<file path="src/rtl/zone_acc_pkg.sv">
package zone_acc_pkg;
  localparam int ACC_W   = 8;
  localparam int SET_W   = 3;
  localparam int BIT_WPE = 7;
  localparam int BIT_RPE = 6;
  localparam int BIT_ATE = 5;
  localparam int SET_LSB = 2;
  localparam int BIT_MDF = 1;
  localparam int BIT_PGO = 0;

  typedef struct packed {
    logic respond;
    logic grantRead;
    logic grantWrite;
    logic progOnly;
  } accStrobe_t;
endpackage

</file>
<file path="src/rtl/zone_acc_ctrl.sv">
module zone_acc_ctrl
  import zone_acc_pkg::*;
(
  input  logic             reqValid,
  input  logic             reqWrite,
  input  logic [ACC_W-1:0] selAcc,
  input  logic             persoPending,
  input  logic             pwValid,
  input  logic [SET_W-1:0] pwSet,
  input  logic             pwIsWrite,
  input  logic             authOk,
  output accStrobe_t       strobe
);
  logic setHit, authPass, readOk, wpNeeded, writeOk;

  always_comb begin
    setHit   = pwValid && (pwSet == selAcc[SET_LSB +: SET_W]);
    authPass = selAcc[BIT_ATE] || authOk;
    readOk   = authPass && (selAcc[BIT_RPE] || setHit);
    wpNeeded = !selAcc[BIT_WPE] || persoPending;
    writeOk  = authPass && selAcc[BIT_MDF] && (!wpNeeded || (setHit && pwIsWrite));
    strobe.respond    = reqValid;
    strobe.grantRead  = reqValid && !reqWrite && readOk;
    strobe.grantWrite = reqValid && reqWrite && writeOk;
    strobe.progOnly   = !selAcc[BIT_PGO];
  end

  // forced write-password check while personalizing
  always_comb begin
    if (persoPending && !(pwValid && pwIsWrite))
      p_perso_force_r5: assert (!strobe.grantWrite)
        else $error("write granted during personalization without write password");
  end

  // authentication gate
  always_comb begin
    if (!selAcc[BIT_ATE] && !authOk)
      p_auth_gate_r6: assert (!strobe.grantRead && !strobe.grantWrite)
        else $error("access granted without authentication");
  end
endmodule

</file>
<file path="src/rtl/zone_acc_data.sv">
module zone_acc_data
  import zone_acc_pkg::*;
#(
  parameter int NUM_ZONES = 8,
  parameter int DATA_W    = 8,
  localparam int ZONE_W   = (NUM_ZONES > 1) ? $clog2(NUM_ZONES) : 1
) (
  input  logic                       clk,
  input  logic                       rstN,
  input  logic                       reqValid,
  input  logic [ZONE_W-1:0]          reqZone,
  input  logic [NUM_ZONES*ACC_W-1:0] accessRegs,
  input  logic [DATA_W-1:0]          oldByte,
  input  logic [DATA_W-1:0]          newByte,
  input  accStrobe_t                 strobe,
  output logic [ACC_W-1:0]           selAcc,
  output logic                       respValid,
  output logic                       readAllow,
  output logic                       writeAllow,
  output logic [DATA_W-1:0]          writeMask,
  output logic [DATA_W-1:0]          storeByte
);
  logic [ACC_W-1:0]  zoneAcc [NUM_ZONES];
  logic [DATA_W-1:0] nextMask, nextStore;

  for (genvar g = 0; g < NUM_ZONES; g++) begin : g_unpack
    assign zoneAcc[g] = accessRegs[g*ACC_W +: ACC_W];
  end

  assign selAcc = zoneAcc[reqZone];

  always_comb begin
    if (!strobe.grantWrite)    nextMask = '0;
    else if (strobe.progOnly)  nextMask = oldByte;
    else                       nextMask = '1;
    nextStore = (oldByte & ~nextMask) | (newByte & nextMask);
  end

  always_ff @(posedge clk) begin
    if (!rstN || !strobe.respond) begin
      respValid  <= 1'b0;
      readAllow  <= 1'b0;
      writeAllow <= 1'b0;
      writeMask  <= '0;
      storeByte  <= '0;
    end else begin
      respValid  <= 1'b1;
      readAllow  <= strobe.grantRead;
      writeAllow <= strobe.grantWrite;
      writeMask  <= nextMask;
      storeByte  <= nextStore;
    end
  end

  p_mdf_forbid_r7: assert property (@(posedge clk) disable iff (!rstN)
    reqValid && !selAcc[BIT_MDF] |=> !writeAllow);

  p_grant_has_resp_r2: assert property (@(posedge clk) disable iff (!rstN)
    (readAllow || writeAllow) |-> respValid);

  p_prog_only_r8: assert property (@(posedge clk) disable iff (!rstN)
    strobe.grantWrite && strobe.progOnly |=> (storeByte & ~$past(oldByte)) == '0);

  p_deny_keeps_r9: assert property (@(posedge clk) disable iff (!rstN)
    reqValid && !strobe.grantWrite |=> writeMask == '0 && storeByte == $past(oldByte));
endmodule

</file>
<file path="src/rtl/zone_acc_top.sv">
module zone_acc_top
  import zone_acc_pkg::*;
#(
  parameter int NUM_ZONES = 8,
  parameter int DATA_W    = 8,
  localparam int ZONE_W   = (NUM_ZONES > 1) ? $clog2(NUM_ZONES) : 1
) (
  input  logic                       clk,
  input  logic                       rstN,
  input  logic                       reqValid,
  input  logic [ZONE_W-1:0]          reqZone,
  input  logic                       reqWrite,
  input  logic [NUM_ZONES*ACC_W-1:0] accessRegs,
  input  logic                       persoPending,
  input  logic                       pwValid,
  input  logic [SET_W-1:0]           pwSet,
  input  logic                       pwIsWrite,
  input  logic                       authOk,
  input  logic [DATA_W-1:0]          oldByte,
  input  logic [DATA_W-1:0]          newByte,
  output logic                       respValid,
  output logic                       readAllow,
  output logic                       writeAllow,
  output logic [DATA_W-1:0]          writeMask,
  output logic [DATA_W-1:0]          storeByte
);
  accStrobe_t       strobe;
  logic [ACC_W-1:0] selAcc;

  zone_acc_ctrl u_ctrl (
    .reqValid(reqValid), .reqWrite(reqWrite), .selAcc(selAcc),
    .persoPending(persoPending), .pwValid(pwValid), .pwSet(pwSet),
    .pwIsWrite(pwIsWrite), .authOk(authOk), .strobe(strobe)
  );

  zone_acc_data #(.NUM_ZONES(NUM_ZONES), .DATA_W(DATA_W)) u_data (
    .clk(clk), .rstN(rstN), .reqValid(reqValid), .reqZone(reqZone),
    .accessRegs(accessRegs), .oldByte(oldByte), .newByte(newByte),
    .strobe(strobe), .selAcc(selAcc), .respValid(respValid),
    .readAllow(readAllow), .writeAllow(writeAllow),
    .writeMask(writeMask), .storeByte(storeByte)
  );
endmodule

</file>
<file path="config.mk">
export PLATFORM = sky130hd
export DESIGN_NAME = zone_acc_top
export DESIGN_NICKNAME = d
export VERILOG_FILES = /design/src/rtl/zone_acc_pkg.sv /design/src/rtl/zone_acc_ctrl.sv /design/src/rtl/zone_acc_data.sv /design/src/rtl/zone_acc_top.sv
export SDC_FILE = /design/constraint.sdc
export NUM_CORES = 1
export LEC_CHECK = 0
export ABC_AREA = 1
export ABC_CLOCK_PERIOD_IN_PS = 2100
export BUFFER_PORTS_ARGS = -buffer_cell sky130_fd_sc_hd__buf_2
export CORE_ASPECT_RATIO = 1.2
export CORE_UTILIZATION = 38
export CTS_CLUSTER_DIAMETER = 150
export DETAILED_ROUTE_END_ITERATION = 10
export PLACE_DENSITY_LB_ADDON = 0.25
export REMOVE_ABC_BUFFERS = 1
export SLEW_MARGIN = 0
export SYNTH_ARGS = -nofsm -noshare
export SYNTH_HDL_FRONTEND = slang
export SYNTH_HIERARCHICAL = 1
export SYNTH_SLANG_ARGS = --single-unit
</file>
<file path="constraint.sdc">
create_clock -name clk -period 2.1 [get_ports clk]
set_clock_uncertainty 0.2 [all_clocks]
set_input_delay 0.21 -clock clk [delete_from_list [all_inputs] [get_ports clk]]
set_output_delay 0.21 -clock clk [all_outputs]
set_load 0.01 [all_outputs]
</file>
==> results.md <==
* Largest delay share family, worst path: simple AND/OR/NAND/NOR gates
* Total number of nets in the final design at ~510
* TritonCTS clock tree: built
* Hold Vio Cnt, Final at 0
* CP peak stage delay at ~230 ps
* Vias in the first global route at 1,844
* Number of diodes added for antenna fixing at 0
* Data required, critical path at around 2000 ps
* Initial Util at a little over 40%
* Number of standard-cell rows in the floorplan at 25
* Overall power of the completed layout at slightly above 900 uW
* Placer congestion estimate at ~0.76
* Pins over their slew limit at 0
* Number of stages on the worst hold path at 3
* Die Span X at 62.0 um
* Share of the yosys chip area belonging to registers at a little under a quarter
* # clock sinks at 19
* Die height at ~74 um
* Drt total wl at approximately 4200 um
* Total DRC errors in the routed layout at 0
* Average cell area after synthesis at ~5.4 sq um
* Maximum number of pins on one net before global-route repair at 19
* Share of the cycle needed by the critical path after routing at between 90% and 100%
* Level count of the clock H-tree at 1
* Layout fillers at approximately 410
* Number of cells on the critical path at 17
* Cell at the root of the clock tree: sky130_fd_sc_hd__clkbuf_8
* Clk network pwr share at 25.9%
* Power per standard cell area at 400 nW/um^2
* Buffers from clock root to sink, at most at 2
* Die outline area at around 4600 sq um
* Outcome: complete, no violations
* Violation count after the first detailed-route iteration at 82
* Shortest period the worst path allows at between 1500 and 2000 ps
* Crit path DAT at approximately 1800 ps
* Standby leakage power at around 1.6 nW
* All-Layer GR Usage at about 19%
* Placed Cells incl. Taps at 466
* Worst Tran Pin Value at approximately 330 ps
* Gate count of the mapped netlist at around 300
* Highest attainable clock frequency at ~530 MHz
* Area of the multi-input gates at 818 sq um
* Total standard cell area after synthesis at 1640 sq um
* Setup repair after global routing missed its margin: false
* Iteration count of the initial detailed-routing pass at 4
* Average wire length per cell after detail routing at about 9 um
* Crit Path Max Fanout at 15
* Logic gate share of total power at between 30 and 40%
* Global-route wire length before repair at around 7000 um
* Worst path most repeated cell: sky130_fd_sc_hd__nand2_1
* Kind of start point of the critical path: primary input
* Share of final-layout standard cells stronger than drive strength 1 at between 30% and 40%
* Worst-path clk slew at 70 ps
* Net Switching at between 200 and 300 uW
* FF+latch count, synth at 19
* CP Capture Type: flip-flop
* Slowest-stage cell, CP: sky130_fd_sc_hd__o21ai_0
* Maximum resistive drop on vdd at between 0.2 and 0.25 mV
* Via density per instance at about 4.3
* Class of the tightest hold or removal check: primary input to flip-flop
* Setup CP Type: primary input to flip-flop
* IO Pins at about 110
* Buf/Inv on CP at 5
* Placeable core region at around 4000 sq um
* Count of final setup violators at 0
* Relative slew slack at around four fifths
* Final standard cell count with taps included and fillers excluded at between 400 and 500
* Half-perimeter wire length after detailed placement at about 3500 um
* Cell Chain, Critical Path: buf_2 -> buf_12 -> nand2_1 -> nand3_1 -> nand2_1 -> nand2_1 -> nand2_1 -> inv_1 -> nand2_1 -> nand2_1 -> nor2_2 -> nand3_2 -> a21oi_2 -> inv_2 -> buf_4 -> o21ai_0 -> a21oi_2
* Total of buffers placed on input and output ports at ~110
* Net switching share of the total power at between 20% and 30%
* Clock buffers created by TritonCTS at 3
* Portion of total power attributed to sequential cells at between 30% and 40%
* Library cells used by synthesis at 19
* GRT overflow at 0
* Area added between synthesis and finish at 41.4%
* Number of warnings reported in the yosys synthesis log at 6
* Antenna-violating nets left at 0
* Overall via count from detail_route at about 2,000
* Max-cap violations at 0
* Internal power of the cells at ~660 uW
* Sequential cell area at 380 sq um
* Number of antenna violations at the first check in global routing at 0
## placed cells by master (no fill, tap or decap), types with 3 or more instances in the layout
cell                       synthesis  layout
sky130_fd_sc_hd__buf_2             2     112
sky130_fd_sc_hd__o21ai_0           8       8
sky130_fd_sc_hd__inv_1            82      82
sky130_fd_sc_hd__nand2_1         115     115
sky130_fd_sc_hd__clkbuf_8          0       3
sky130_fd_sc_hd__buf_12            0       3
sky130_fd_sc_hd__dfxtp_1          19      19
sky130_fd_sc_hd__buf_4             6       9
sky130_fd_sc_hd__nand3_1          32      32
sky130_fd_sc_hd__nor2_1            3       3
sky130_fd_sc_hd__a21oi_2           9       9
sky130_fd_sc_hd__a21oi_1           9       9
## final timing paths
path	endpoint	start	slack, ps
worst min-delay path	u_data/readAllow	rstN	10
worst max-delay path	u_data/storeByte[2]	reqZone[0]	210
## Yosys cell counts (all sizes together)
master | number | area share, %
dfxtp | 19 | 23
inv | 85 | 20
or2 | 2 | 0.76
o21ai | 8 | 2.4
clkinv | 1 | 0.23
a21oi | 18 | 7.5
nand2 | 115 | 26
nand3 | 33 | 10
buf | 14 | 7.5
nand4 | 1 | 0.38
nand3b | 1 | 0.46
nor2 | 5 | 1.4
## timing repair
item                                    CTS  global route
resized for setup                         0             1
endpoints found under the hold margin     0             0
buffers inserted                          0             0
endpoints found under the setup margin    0             7
hold buffers                              0             0
## flip-flops by register name, summed over array words and instances, names as in the netlist
name               cells
u_data/respValid       1
u_data/storeByte       8
u_data/writeMask       8
u_data/readAllow       1
u_data/writeAllow      1
## per-stage QoR
step	TNS [ps]	worst slack (ps)	hold slack, ps	cell area (sq um)	utilization, %
2_1_floorplan	0	181	153	1520	-
3_3_place_gp	-353	-46.2	260	2280	56.4
3_5_place_dp	-825	-115	272	2280	56.4
4_1_cts	0	138	12.1	2320	57.6
5_1_grt	0	58.3	23.7	2320	57.6
6_report	0	210	11.4	2320	57.6
## tightest hold or removal path, delay by kind of cell
kind | cells | cell delay, ps
AND/OR/NAND/NOR | 2 | 140
buffers and inverters | 1 | 70
## metal layers
layer | up-vias | wire, um | global-route usage [%]
met5 | - | 0 | 0
met4 | 0 | 46 | 3.21
met3 | 4 | 274 | 4.52
met2 | 71 | 2140 | 35.5
met1 | 829 | 1750 | 22.3
li1 | 1097 | - | -
## power by group through the flow
stage | combinational (mW) | clock [mW] | sequential (mW)
2_1_floorplan | 0.151 | 0 | 0.384
5_1_grt | 0.367 | 0.270 | 0.371
4_1_cts | 0.320 | 0.248 | 0.371
6_report | 0.317 | 0.240 | 0.371
3_5_place_dp | 0.318 | 0 | 0.379
3_3_place_gp | 0.315 | 0 | 0.379
## cell families (layout without fill, tap and decap cells)
kind of cell,after synthesis,after routing,share of synthesized area (%)
AO/OA/AOI/OAI,26,26,9.97
AND/OR/NAND/NOR,157,157,39.6
buffers and inverters,100,214,27.2
flip-flops,19,19,23.1
## cell type report
class | instances | share of cell area, %
Timing Repair Buffer | 124 | 29.6
Tap cell | 54 | 2.91
Multi-Input combinational cell | 183 | 35.2
Inverter | 86 | 14.0
Sequential cell | 19 | 16.4
Clock buffer | 4 | 1.94
No activity file was read; power rests on OpenSTA's default activity.
